File: src/rtl/dac_rx_pkg.sv
package dac_rx_pkg;

    // controller states
    typedef enum logic [1:0] {
        ST_WAIT_HIGH = 2'd0,
        ST_ARMED     = 2'd1,
        ST_SHIFT     = 2'd2,
        ST_DONE      = 2'd3
    } rx_state_t;

    // positions of the pins in the synchronized bus
    localparam int PIN_DAT  = 0;
    localparam int PIN_CLK  = 1;
    localparam int PIN_SEL  = 2;
    localparam int PIN_CNT  = 3;

endpackage

File: src/rtl/dac_rx_sync.sv
module dac_rx_sync #(
    parameter int WIDTH  = 3,
    parameter int STAGES = 2
) (
    input  logic             clk,
    input  logic             rst_n,
    input  logic [WIDTH-1:0] d_i,
    output logic [WIDTH-1:0] q_o
);

    logic [STAGES-1:0][WIDTH-1:0] stage_q;

    always_ff @(posedge clk or negedge rst_n) begin
        if (!rst_n) begin
            stage_q <= '0;
        end else begin
            stage_q[0] <= d_i;
            for (int s = 1; s < STAGES; s++) begin
                stage_q[s] <= stage_q[s-1];
            end
        end
    end

    assign q_o = stage_q[STAGES-1];

endmodule

File: src/rtl/dac_rx_fsm.sv
module dac_rx_fsm
    import dac_rx_pkg::*;
#(
    parameter int FRAME_BITS = 16,
    parameter int CODE_BITS  = 12,
    parameter int MODE_BITS  = 2
) (
    input  logic                 clk,
    input  logic                 rst_n,
    input  logic                 sel_i,
    input  logic                 sclk_i,
    input  logic                 dat_i,
    output logic                 commit_o,
    output logic [CODE_BITS-1:0] code_o,
    output logic [MODE_BITS-1:0] mode_o
);

    localparam int PAY_W = CODE_BITS + MODE_BITS;
    localparam int CNT_W = $clog2(FRAME_BITS);
    localparam logic [CNT_W-1:0] LAST_IDX = CNT_W'(FRAME_BITS - 1);

    rx_state_t        state, nxt;
    logic [CNT_W-1:0] cnt;
    logic [PAY_W-2:0] shreg;
    logic [PAY_W-1:0] payload;
    logic             sel_prev, sclk_prev;
    logic             sel_fall, sclk_fall, last_bit;

    assign sel_fall  = sel_prev & ~sel_i;
    assign sclk_fall = sclk_prev & ~sclk_i;
    assign last_bit  = (cnt == LAST_IDX);
    // the top frame bits drop out of the short shift register
    assign payload   = {shreg, dat_i};
    assign code_o    = payload[CODE_BITS-1:0];
    assign mode_o    = payload[PAY_W-1:CODE_BITS];

    // state register
    always_ff @(posedge clk or negedge rst_n) begin
        if (!rst_n) state <= ST_WAIT_HIGH;
        else        state <= nxt;
    end

    // transitions
    always_comb begin
        nxt = state;
        unique case (state)
            ST_WAIT_HIGH: if (sel_i) nxt = ST_ARMED;
            ST_ARMED:     if (sel_fall) nxt = ST_SHIFT;
            ST_SHIFT: begin
                if (sel_i)                     nxt = ST_ARMED;
                else if (sclk_fall && last_bit) nxt = ST_DONE;
            end
            ST_DONE:      if (sel_i) nxt = ST_ARMED;
            default:      nxt = ST_WAIT_HIGH;
        endcase
    end

    // outputs
    always_comb begin
        commit_o = 1'b0;
        unique case (state)
            ST_SHIFT: commit_o = !sel_i && sclk_fall && last_bit;
            default:  commit_o = 1'b0;
        endcase
    end

    // bit counter, shift register and edge history
    always_ff @(posedge clk or negedge rst_n) begin
        if (!rst_n) begin
            cnt       <= '0;
            shreg     <= '0;
            sel_prev  <= 1'b0;
            sclk_prev <= 1'b0;
        end else begin
            sel_prev  <= sel_i;
            sclk_prev <= sclk_i;
            if (state == ST_ARMED) begin
                cnt <= '0;
            end else if (state == ST_SHIFT && !sel_i && sclk_fall) begin
                cnt   <= cnt + 1'b1;
                shreg <= payload[PAY_W-2:0];
            end
        end
    end


    start_chk: assert property (@(posedge clk) disable iff (!rst_n)
        (state == ST_ARMED && sel_fall) |=> (state == ST_SHIFT && cnt == '0));


    abort_chk: assert property (@(posedge clk) disable iff (!rst_n)
        (state == ST_SHIFT && sel_i) |=> (state == ST_ARMED));


    commit_done_chk: assert property (@(posedge clk) disable iff (!rst_n)
        commit_o |=> (state == ST_DONE));


    rearm_chk: assert property (@(posedge clk) disable iff (!rst_n)
        (state == ST_DONE && !sel_i) |=> (state == ST_DONE));

endmodule

File: src/rtl/dac_rx_regs.sv
module dac_rx_regs #(
    parameter int CODE_BITS = 12,
    parameter int MODE_BITS = 2
) (
    input  logic                 clk,
    input  logic                 rst_n,
    input  logic                 commit_i,
    input  logic [CODE_BITS-1:0] code_i,
    input  logic [MODE_BITS-1:0] mode_i,
    output logic [CODE_BITS-1:0] code_o,
    output logic [MODE_BITS-1:0] mode_o,
    output logic                 upd_o
);

    always_ff @(posedge clk or negedge rst_n) begin
        if (!rst_n) begin
            code_o <= '0;
            mode_o <= '0;
            upd_o  <= 1'b0;
        end else begin
            upd_o <= commit_i;
            if (commit_i) begin
                code_o <= code_i;
                mode_o <= mode_i;
            end
        end
    end


    upd_single_chk: assert property (@(posedge clk) disable iff (!rst_n)
        upd_o |=> !upd_o);


    hold_chk: assert property (@(posedge clk) disable iff (!rst_n)
        !commit_i |=> ($stable(code_o) && $stable(mode_o)));

endmodule

File: src/rtl/dac_write_rx.sv
module dac_write_rx
    import dac_rx_pkg::*;
#(
    parameter int FRAME_BITS  = 16,
    parameter int CODE_BITS   = 12,
    parameter int MODE_BITS   = 2,
    parameter int SYNC_STAGES = 2
) (
    input  logic                 clk,
    input  logic                 rst_n,
    input  logic                 frame_n_i,
    input  logic                 ser_clk_i,
    input  logic                 ser_dat_i,
    output logic [CODE_BITS-1:0] code_o,
    output logic [MODE_BITS-1:0] pmode_o,
    output logic                 upd_o
);

    logic [PIN_CNT-1:0] pins_raw, pins_sync;
    logic               commit;
    logic [CODE_BITS-1:0] code_next;
    logic [MODE_BITS-1:0] mode_next;

    assign pins_raw[PIN_DAT] = ser_dat_i;
    assign pins_raw[PIN_CLK] = ser_clk_i;
    assign pins_raw[PIN_SEL] = frame_n_i;

    dac_rx_sync #(.WIDTH(PIN_CNT), .STAGES(SYNC_STAGES)) sync_i (
        .clk   (clk),
        .rst_n (rst_n),
        .d_i   (pins_raw),
        .q_o   (pins_sync)
    );

    dac_rx_fsm #(.FRAME_BITS(FRAME_BITS), .CODE_BITS(CODE_BITS), .MODE_BITS(MODE_BITS)) fsm_i (
        .clk      (clk),
        .rst_n    (rst_n),
        .sel_i    (pins_sync[PIN_SEL]),
        .sclk_i   (pins_sync[PIN_CLK]),
        .dat_i    (pins_sync[PIN_DAT]),
        .commit_o (commit),
        .code_o   (code_next),
        .mode_o   (mode_next)
    );

    dac_rx_regs #(.CODE_BITS(CODE_BITS), .MODE_BITS(MODE_BITS)) regs_i (
        .clk      (clk),
        .rst_n    (rst_n),
        .commit_i (commit),
        .code_i   (code_next),
        .mode_i   (mode_next),
        .code_o   (code_o),
        .mode_o   (pmode_o),
        .upd_o    (upd_o)
    );

endmodule

File: config.mk
export PLATFORM = sky130hd
export DESIGN_NAME = dac_write_rx
export DESIGN_NICKNAME = d
export VERILOG_FILES = /design/src/rtl/dac_rx_pkg.sv /design/src/rtl/dac_rx_sync.sv /design/src/rtl/dac_rx_fsm.sv /design/src/rtl/dac_rx_regs.sv /design/src/rtl/dac_write_rx.sv
export SDC_FILE = /design/constraint.sdc
export NUM_CORES = 1
export LEC_CHECK = 0
export BUFFER_PORTS_ARGS = -buffer_cell sky130_fd_sc_hd__buf_2
export CAP_MARGIN = 20
export CELL_PAD_IN_SITES_DETAIL_PLACEMENT = 0
export CELL_PAD_IN_SITES_GLOBAL_PLACEMENT = 1
export CORE_UTILIZATION = 51
export DETAILED_ROUTE_END_ITERATION = 10
export PLACE_DENSITY_LB_ADDON = 0.1
export SKIP_CTS_REPAIR_TIMING = 1
export SYNTH_ARGS = -nofsm -noshare
export SYNTH_HDL_FRONTEND = slang
export SYNTH_HIERARCHICAL = 1
export SYNTH_SLANG_ARGS = --single-unit
File: constraint.sdc
create_clock -name clk -period 5.7 [get_ports clk]
set_input_delay 1.425 -clock clk [delete_from_list [all_inputs] [get_ports clk]]
set_output_delay 1.425 -clock clk [all_outputs]
set_load 0.02 [all_outputs]
==> results.md, run 1 <==
* Status: complete, no violations
* Port Buffers at 19
* Top_reg_cell synth: dfrtp_1
* Synthesized instance count at 103
* Max rail drop VDD at 164 µV
* Synth Net Count at 111
* Total track usage at 15.4%
* DRC viols at 0
* Crit Path Class: register to output port
* Final period utilization at 41.1%
* Worst-path cell chain: buf_2
* RSZ-0062 raised after global routing: false
* Worst slew pin tran at 0.888 ns
* Post-synth EDFFs at 0
* CP bufs+invs at 1
* P_leak at 0.953 nW
* Worst Hold Class: register to register
* Asr flop ratio synth at 100%
* Vias in the first global route at 798
* Slew Limit Headroom at 40.8%
* Synth top area share at 63.4%
* Post-route cell area at 1820 µm²
* Total Wirelength at 2260 µm
* Max stage delay on crit path at 0.40 ns
* DR iter-0 viols at 30
* Setup crit start kind: register
* Initial antenna violation count at 0
* Slowest CP cell: dfrtp_1
* Detail Placement HPWL at 1470 µm
* Via density at 4.95
* Overall Power at 0.591 mW
* Cell family with most CP delay: flip-flops
* Die X at 59.0 µm
* Top cells by area, synth: dfrtp_1 63%, mux2_2 9.5%, mux2_4 9.1%, ha_1 2.3%, mux2_1 2.0%
* Initial Util at 53.9%
* Drt wl/cell at 13.5 µm
* FMAX at 427 MHz
* Clock Tree Root: clkbuf_4
* Seq/Total Area, Yosys at 63.4%
* Post-synthesis register bit count at 42
* Max Root-Sink Buffers at 2
* CTS tree: built
* CP endpoint kind: output port
* Final hold slack at 0.365 ns
* First-pass GRT wire length at 3710 µm
* Wire length on met3 at 93 µm
* Max-Cap Viols at 0
* Die Y at 59.0 µm
* Rows at 20
* Final Core Density at 59.3%
* Final net count at 131
* Largest net degree at the start of global routing at 43
* Via Count at 831
* Final setup fails at 0
* Total congestion overflow at 0
* WL met1 at 1130 µm
* Yosys warns at 6
* Cts bufs inserted at 5
* Clock Skews at 0.0139 ns
* Final slew viol count at 0
* Arr. time, crit path at 0.92 ns
* Avg Inst Size Synth at 16.1 µm²
* Setup TNS Final at 0 ns
* Syn-to-layout area delta at 10.0%
* DR WL met2 at 973 µm
* ANT nets after route at 0
* Mapped cell area at 1660 µm²
* Clk Latency, worst-skew pair at 0.35 ns
* Fin. Hold Viols at 0
* Power per cell area at 324 nW/µm²
* Clk sink count at 42
* Worst Path Max Fanout at 2
* Uppermost layer routed: met4
* GP Congestion at 0.682
* Top cells by count, synth: 42 x dfrtp_1, 14 x mux2_2, 10 x mux2_4
* Layout cells sized above 1 at 41.9%
* Post-synth cell types at 22
* Synth area leader: dfrtp_1
* Top-count cell post-synth: dfrtp_1
* Worst path required time at 4.28 ns
* CORE AREA at 3080 µm²
* H-tree Lvls at 2
* Die area at 3480 µm²
* Drt pass-1 iters at 4
* IO Pins at 20
* Final worst path period need at 2.34 ns
* Antenna diodes at 0
* Dpl cell area at 1750 µm²
* Clock Pin Slew Worst Setup and Hold Paths at 0.12 ns
[layout by cell type, fill, tap and decap left out, drive strengths merged, types with 2 or more instances in the layout]
master  Yosys  final
buf         7     20
clkbuf      0      7
dfrtp      42     42
ha          3      3
inv         3      3
mux2       27     27
mux2i       2      2
nand2       3      3
nor2        6      6
xor2        2      2
[logic make-up after synthesis]
kind of cell,Yosys count,synth area share (%)
AND/OR/NAND/NOR,14,5.06
XOR/XNOR,3,1.59
buffers and inverters,10,4.68
flip-flops,42,63.4
adder cells (fa/ha/maj),3,2.26
AO/OA/AOI/OAI,2,1.21
multiplexers,29,21.8
[sequential cells by signal (all words and copies together), names as in the netlist, 2 cells and up]
name,cells
fsm_i/state,2
fsm_i/shreg,13
sync_i/q_o,3
regs_i/code_o,12
regs_i/mode_o,2
fsm_i/cnt,4
sync_i/stage_q,3
[per-stage QoR]
stage	std cells	worst slack [ns]
floorplan	103	3.82
global placement	160	3.52
detailed placement	160	3.51
CTS	168	3.35
global route	168	3.32
finish	168	3.36
[power breakdown]
part           switching, mW  leakage [nW]  internal [mW]  total, mW
combinational         0.0368         0.353         0.0388     0.0756
sequential            0.0144         0.560          0.318      0.332
clock                 0.0903        0.0395         0.0931      0.183
[path summary, 6_finish.rpt]
path | end | cells after the start | slack [ns] | from
max | pmode_o[0] | 1 | 3.36 | regs_i/mode_o[0]$_DFFE_PN0P_
min | sync_i/q_o[0]$_DFF_PN0_ | 0 | 0.36 | sync_i/stage_q[0]$_DFF_PN0_
max reg2reg | regs_i/code_o[10]$_DFFE_PN0P_ | 7 | 3.84 | fsm_i/state[0]$_DFFE_PN0P_
min reg2reg | sync_i/q_o[0]$_DFF_PN0_ | 0 | 0.36 | sync_i/stage_q[0]$_DFF_PN0_
max in group asynchronous | fsm_i/sel_prev$_DFF_PN0_ | 1 | 3.96 | rst_n
min in group asynchronous | regs_i/code_o[11]$_DFFE_PN0P_ | 1 | 1.18 | rst_n
[routing by layer]
| layer | vias to the layer above | track usage (%) |
|---|---|---|
| met5 | - | 0 |
| met3 | 8 | 4.59 |
| met4 | 0 | 11.2 |
| met1 | 412 | 20.5 |
| li1 | 391 | - |
| met2 | 20 | 21.3 |
[worst register-to-register path, delay by kind of cell (launching register included)]
family	cells	cell delay, ns
adders and majority gates	1	0.20
buffers and inverters	2	0.32
muxes	1	0.36
and+or+nand+nor	3	0.48
DFF	1	0.40
[cell type report]
class                           instances  area (µm²)
Sequential cell                        42        1050
Multi-Input combinational cell         51         529
Clock buffer                            7        45.0
Tap cell                               44        55.1
Inverter                                3        11.3
Clock inverter                          1        30.0
Timing Repair Buffer                   20         103
Fill cell                             259        1250
Power figures use the tool's default switching activity.
==> inputs of run 2 (changes only) <==
CORE_UTILIZATION = 42   (was 51)
clock period = 1.97 ns   (was 5.7 ns; I/O delays follow)
==> run 2 against run 1 <==
Effect of this change: routed wire length increased by 0.93%; combinational power increased to 3.1 times the previous value; design area increased by 2.8%; die area increased by 21%; sequential power increased to 2.9 times the previous value.
==> results.md, run 2 (synthesized netlist as in run 1, its figures left out) <==
* Status: complete, no violations (unchanged)
* CTS tree: built (unchanged)
* Total Wirelength at 2290 µm (was 2260 µm)
* Total track usage at 13.8% (was 15.4%)
* Top flop regs: fsm_i/shreg: 13 flops, regs_i/code_o: 12 flops, fsm_i/cnt: 4 flops (unchanged)
* Worst path required time at 2.14 ns (was 4.28 ns)
* Detail Placement HPWL at 1530 µm (was 1470 µm)
* Final net count at 134 (was 131)
* Fin. Hold Viols at 0 (unchanged)
* Final slew viol count at 0 (unchanged)
* Max Root-Sink Buffers at 2 (unchanged)
* P_leak at 0.971 nW (was 0.953 nW)
* Port Buffers at 19 (unchanged)
* Initial antenna violation count at 0 (unchanged)
* Final hold slack at 0.140 ns (was 0.365 ns)
* Final worst path period need at 1.82 ns
* Via density at 4.82 (was 4.95)
* Total congestion overflow at 0 (unchanged)
* Leading cell type in the layout, fill and taps excluded: dfrtp_1 (unchanged)
* Cts bufs inserted at 5 (unchanged)
* Clk sink count at 42 (unchanged)
* Final Core Density at 50.5% (was 59.3%)
* Clock Tree Root: clkbuf_8 (was clkbuf_4)
* Clock Pin Slew Worst Setup and Hold Paths at 0.07 ns (was 0.12 ns)
* DR iter-0 viols at 30 (unchanged)
* Final setup fails at 0 (unchanged)
* Worst-path cell chain: inv_1, ha_1, and4bb_4, nand2_1, nor2_2, buf_4, mux2_2 (was buf_2)
* ANT nets after route at 0 (unchanged)
* FMAX at 550 MHz
* CORE AREA at 3720 µm² (was 3080 µm²)
* Die area at 4200 µm² (was 3480 µm²)
* Arr. time, crit path at 1.99 ns (was 0.92 ns)
* Slew Limit Headroom at 71.2% (was 40.8%)
* Max FFs per register at 13 (unchanged)
* Power per cell area at 910 nW/µm² (was 324 nW/µm²)
* Post-route cell area at 1880 µm² (was 1820 µm²)
* Slowest CP cell: dfrtp_1 (unchanged)
* Worst slew pin tran at 0.432 ns (was 0.888 ns)
* Initial Util at 44.6% (was 53.9%)
* Vias in the first global route at 926 (was 798)
* GP Congestion at 0.734 (was 0.682)
* Setup TNS Final at 0 ns (unchanged)
* Largest net degree at the start of global routing at 25 (was 43)
* Drt pass-1 iters at 4 (unchanged)
* Drt wl/cell at 13.1 µm (was 13.5 µm)
* Most frequent cells in the layout: 42 x dfrtp_1, 19 x buf_2, 14 x mux2_2, 10 x mux2_4 (was 42 x dfrtp_1, 19 x buf_2, 14 x mux2_2, 10 x mux2_4, 6 x nor2_1)
* Crit Path Class: register to register (was register to output port)
* Clock Skews at 0.00325 ns (was 0.0139 ns)
* Worst Path Max Fanout at 6 (was 2)
* Clk Latency, worst-skew pair at 0.28 ns (was 0.35 ns)
* Max rail drop VDD at 524 µV (was 164 µV)
* Via Count at 838 (was 831)
* Antenna diodes at 0 (unchanged)
* RSZ-0062 raised after global routing: false (unchanged)
* Die Y at 64.8 µm (was 59.0 µm)
* Largest Register: fsm_i/shreg (unchanged)
* Dpl cell area at 1790 µm² (was 1750 µm²)
* Setup crit start kind: register (unchanged)
* Max-Cap Viols at 0 (unchanged)
* H-tree Lvls at 2 (unchanged)
* Layout cells sized above 1 at 44.4% (was 41.9%)
* DRC viols at 0 (unchanged)
* Worst Hold Class: input port to async pin (was register to register)
* Final period utilization at 92.3%
* Max stage delay on crit path at 0.39 ns (was 0.40 ns)
* Syn-to-layout area delta at 13.1% (was 10.0%)
* First-pass GRT wire length at 4260 µm (was 3710 µm)
* Rows at 22 (was 20)
* Die X at 64.8 µm (was 59.0 µm)
* IO Pins at 20 (unchanged)
* CP endpoint kind: register (was output port)
==> run 2: final cells by class <==
class,instances,area [µm²]
clock buffer,6,72.6
clock inverter,1,7.51
fill,335,1840
inverter,3,11.3
multi-input combinational,51,532
sequential,42,1050
tap,48,60.1
timing repair buffer,23,141
==> run 2: worst max-delay path: cells and delay by family, from the launching register on <==
family | cells | cell delay (ns)
mux | 1 | 0.34
buf+inv | 2 | 0.27
flops | 1 | 0.39
fa+ha+maj | 1 | 0.19
simple gates | 3 | 0.54
==> run 2: per-layer routing <==
| layer | up-vias | routed length, µm | share of wire [%] | global-route usage [%] |
|---|---|---|---|---|
| met1 | 424 | 1060 | 46 | 16.8 |
| met2 | 20 | 1080 | 47 | 22.0 |
| met5 | - | 0 | 0 | 0 |
| li1 | 392 | - | - | - |
| met4 | 0 | 18 | 0.79 | 5.00 |
| met3 | 2 | 122 | 5.3 | 5.28 |
==> run 2: final timing paths <==
| check | to | startpoint | slack [ns] | cells after the start |
|---|---|---|---|---|
| setup / recovery | regs_i/code_o[8]$_DFFE_PN0P_ | fsm_i/state[0]$_DFFE_PN0P_ | 0.15 | 7 |
| hold / removal | fsm_i/state[1]$_DFFE_PN0P_ | rst_n | 0.14 | 1 |
| setup reg to reg | regs_i/code_o[8]$_DFFE_PN0P_ | fsm_i/state[0]$_DFFE_PN0P_ | 0.15 | 7 |
| hold reg to reg | sync_i/q_o[1]$_DFF_PN0_ | sync_i/stage_q[1]$_DFF_PN0_ | 0.35 | 0 |
| max in group asynchronous | fsm_i/shreg[11]$_DFFE_PN0P_ | rst_n | 1.37 | 2 |
| min in group clk | sync_i/stage_q[1]$_DFF_PN0_ | ser_clk_i | 0.31 | 1 |
==> run 2: power by group <==
group	total, mW	switching (mW)	internal, mW
registers	0.959	0.0390	0.920
clock network	0.511	0.268	0.243
logic	0.237	0.111	0.126
==> run 2: stage by stage <==
stage / instances / setup slack [ns] / power [mW]
2_1_floorplan: 103 / 0.0867 / 1.15
3_3_place_gp: 167 / 0.186 / 1.21
3_5_place_dp: 167 / 0.107 / 1.21
4_1_cts: 174 / 0.0982 / 1.73
5_1_grt: 174 / 0.0339 / 1.81
6_report: 174 / 0.151 / 1.71
==> inputs of run 3 (changes only) <==
CORE_ASPECT_RATIO = 1.5   (was default)
RECOVER_POWER = 100   (was default)
==> run 3 against run 2 <==
Effect of this change: sequential share of layout area up 1.4 points; register-to-register slack about the same; fmax down 0.30%; worst hold slack better by 0.16 ns; critical path depth unchanged; die area up 0.13%; combinational power down 13%; sequential power about the same; power up 6.6%; largest cell class unchanged; largest power group unchanged; highest routed layer unchanged.
==> results.md, run 3 (synthesized netlist as in run 1, its figures left out) <==
* Status: complete, no violations (unchanged)
* Slew Limit Headroom at 38.3% (was 71.2%)
* DRC viols at 0 (unchanged)
* Final net count at 134 (unchanged)
* Drt pass-1 iters at 4 (unchanged)
* Max rail drop VDD at 568 µV (was 524 µV)
* Die area at 4210 µm² (was 4200 µm²)
* Die Y at 78.9 µm (was 64.8 µm)
* Worst Hold Class: input port to register (was input port to async pin)
* Setup TNS Final at 0 ns (unchanged)
* Setup crit start kind: register (unchanged)
* Clock Tree Root: clkbuf_8 (unchanged)
* Total Wirelength at 2590 µm (was 2290 µm)
* ANT nets after route at 0 (unchanged)
* Via density at 5.21 (was 4.82)
* Clock Pin Slew Worst Setup and Hold Paths at 0.08 ns (was 0.07 ns)
* First-pass GRT wire length at 4470 µm (was 4260 µm)
* IO Pins at 20 (unchanged)
* Fill cell count at 364 (was 335)
* Worst path required time at 2.14 ns (about the same)
* Arr. time, crit path at 2.00 ns (was 1.99 ns)
* Cts bufs inserted at 5 (unchanged)
* Leading cell type in the layout, fill and taps excluded: dfrtp_1 (unchanged)
* GP Congestion at 0.708 (was 0.734)
* Final slew viol count at 0 (unchanged)
* Clk sink count at 42 (unchanged)
* Total track usage at 15.3% (was 13.8%)
* Max-Cap Viols at 0 (unchanged)
* Drt wl/cell at 15.2 µm (was 13.1 µm)
* Crit Path Class: register to register (unchanged)
* Register area at 1050 µm² (unchanged)
* Largest Register: fsm_i/shreg (unchanged)
* Initial Util at 44.6% (unchanged)
* P_leak at 0.909 nW (was 0.971 nW)
* CTS tree: built (unchanged)
* Clock network power share at 35.8% (was 29.9%)
* Final period utilization at 92.6% (was 92.3%)
* Antenna diodes at 0 (unchanged)
* RSZ-0062 raised after global routing: false (unchanged)
* H-tree Lvls at 2 (unchanged)
* Final worst path period need at 1.82 ns (about the same)
* Rows at 27 (was 22)
* Net Sw Power at 0.430 mW (was 0.418 mW)
* Vias in the first global route at 955 (was 926)
* Register share of total power at 52.9% (was 56.2%)
* Largest net degree at the start of global routing at 19 (was 25)
* Via Count at 885 (was 838)
* Worst slew pin tran at 0.925 ns (was 0.432 ns)
* Total congestion overflow at 0 (unchanged)
* Worst Hold Path Cells at 1
* Power per cell area at 995 nW/µm² (was 910 nW/µm²)
* Switch share at 23.7% (was 24.5%)
* Clock Skews at 0.00663 ns (was 0.00325 ns)
* Int Power at 1.39 mW (was 1.29 mW)
* Overall Power at 1.82 mW (was 1.71 mW)
* Area occupied by multi-input gates at 498 µm² (was 532 µm²)
* Final non-filler cell total at 170 (was 174)
* R2R cell count at 7 (unchanged)
* Final setup fails at 0 (unchanged)
* Detail Placement HPWL at 1810 µm (was 1530 µm)
* Layout cells sized above 1 at 23.6% (was 44.4%)
* Die X at 53.3 µm (was 64.8 µm)
* Post-Place Cells at 162 (was 167)
* Clk Latency, worst-skew pair at 0.29 ns (was 0.28 ns)
* Max FFs per register at 13 (unchanged)
* Initial antenna violation count at 0 (unchanged)
* CP endpoint kind: register (unchanged)
* Max Root-Sink Buffers at 2 (unchanged)
* Port Buffers at 19 (unchanged)
* Final Core Density at 49.2% (was 50.5%)
* DR iter-0 viols at 8 (was 30)
* Combinational fraction of design power at 11.4% (was 13.9%)
* Most frequent cells in the layout: 42 x dfrtp_1, 19 x clkbuf_1, 14 x mux2_2, 12 x mux2_1 (was 42 x dfrtp_1, 19 x buf_2, 14 x mux2_2, 10 x mux2_4)
* FMAX at 548 MHz (was 550 MHz)
* Worst Path Max Fanout at 15 (was 6)
* CORE AREA at 3720 µm² (unchanged)
* Syn-to-layout area delta at 10.3% (was 13.1%)
* Fin. Hold Viols at 0 (unchanged)
* Final hold slack at 0.304 ns (was 0.140 ns)
* Top flop regs: fsm_i/shreg: 13 flops, regs_i/code_o: 12 flops, fsm_i/cnt: 4 flops (unchanged)
## run 3: cell types whose count changed in the layout (fill, tap and decap cells not counted)
cell / before / now
buf_6: 1 / 0
clkinv_2: 0 / 2
bufinv_16: 0 / 1
mux2_1: 3 / 12
mux2_4: 10 / 1
buf_4: 2 / 0
buf_2: 19 / 3
clkinvlp_4: 1 / 0
clkbuf_1: 1 / 19
## run 3: final timing paths
path                                             start                            end  slack, ns
max                         fsm_i/state[0]$_DFFE_PN0P_  regs_i/code_o[10]$_DFFE_PN0P_       0.15
min                                          frame_n_i    sync_i/stage_q[2]$_DFF_PN0_       0.30
max reg2reg                 fsm_i/state[0]$_DFFE_PN0P_  regs_i/code_o[10]$_DFFE_PN0P_       0.15
min reg2reg                sync_i/stage_q[1]$_DFF_PN0_        sync_i/q_o[1]$_DFF_PN0_       0.35
max in group asynchronous                        rst_n     fsm_i/shreg[0]$_DFFE_PN0P_       0.53
min in group asynchronous                        rst_n     fsm_i/state[0]$_DFFE_PN0P_       0.31
## run 3: cell type report
type                    instances  share of cell area (%)
multi-input cells              51                    27.2
clock inverters                 3                    2.19
repair buffers                 23                    5.81
inverters                       3                   0.616
flip-flops and latches         42                    57.5
clock buffers                   5                    3.76
well taps                      43                    2.94
## run 3: power groups by stage
stage	clock, mW	sequential, mW	combinational, mW
5_1_grt	0.720	0.969	0.233
3_3_place_gp	0	0.978	0.235
6_report	0.651	0.962	0.207
4_1_cts	0.683	0.964	0.241
2_1_floorplan	0	0.964	0.185
3_5_place_dp	0	0.978	0.238
## run 3: stage by stage
step                      setup WS [ns]  instance area (µm²)
after detailed placement          0.117                 1780
after global routing             0.0422                 1830
after floorplan                  0.0867                 1660
after global placement            0.165                 1780
after CTS                        0.0857                 1890
final                             0.146                 1830
## run 3: worst max-delay path: stages (launching register included)
cell	delay, ns
dfrtp_1	0.39
inv_1	0.08
ha_1	0.20
and4bb_4	0.29
nand2_1	0.10
nor2_2	0.14
buf_12	0.17
mux2_2	0.34
## run 3: routing by layer
layer  vias to the layer above  GRT usage, %  share of wire (%)
li1                        394             -                  -
met1                       468          17.0                 39
met2                        16          25.0                 54
met3                         7          5.36                3.8
met4                         0          7.89                2.5
met5                         -             0                  0
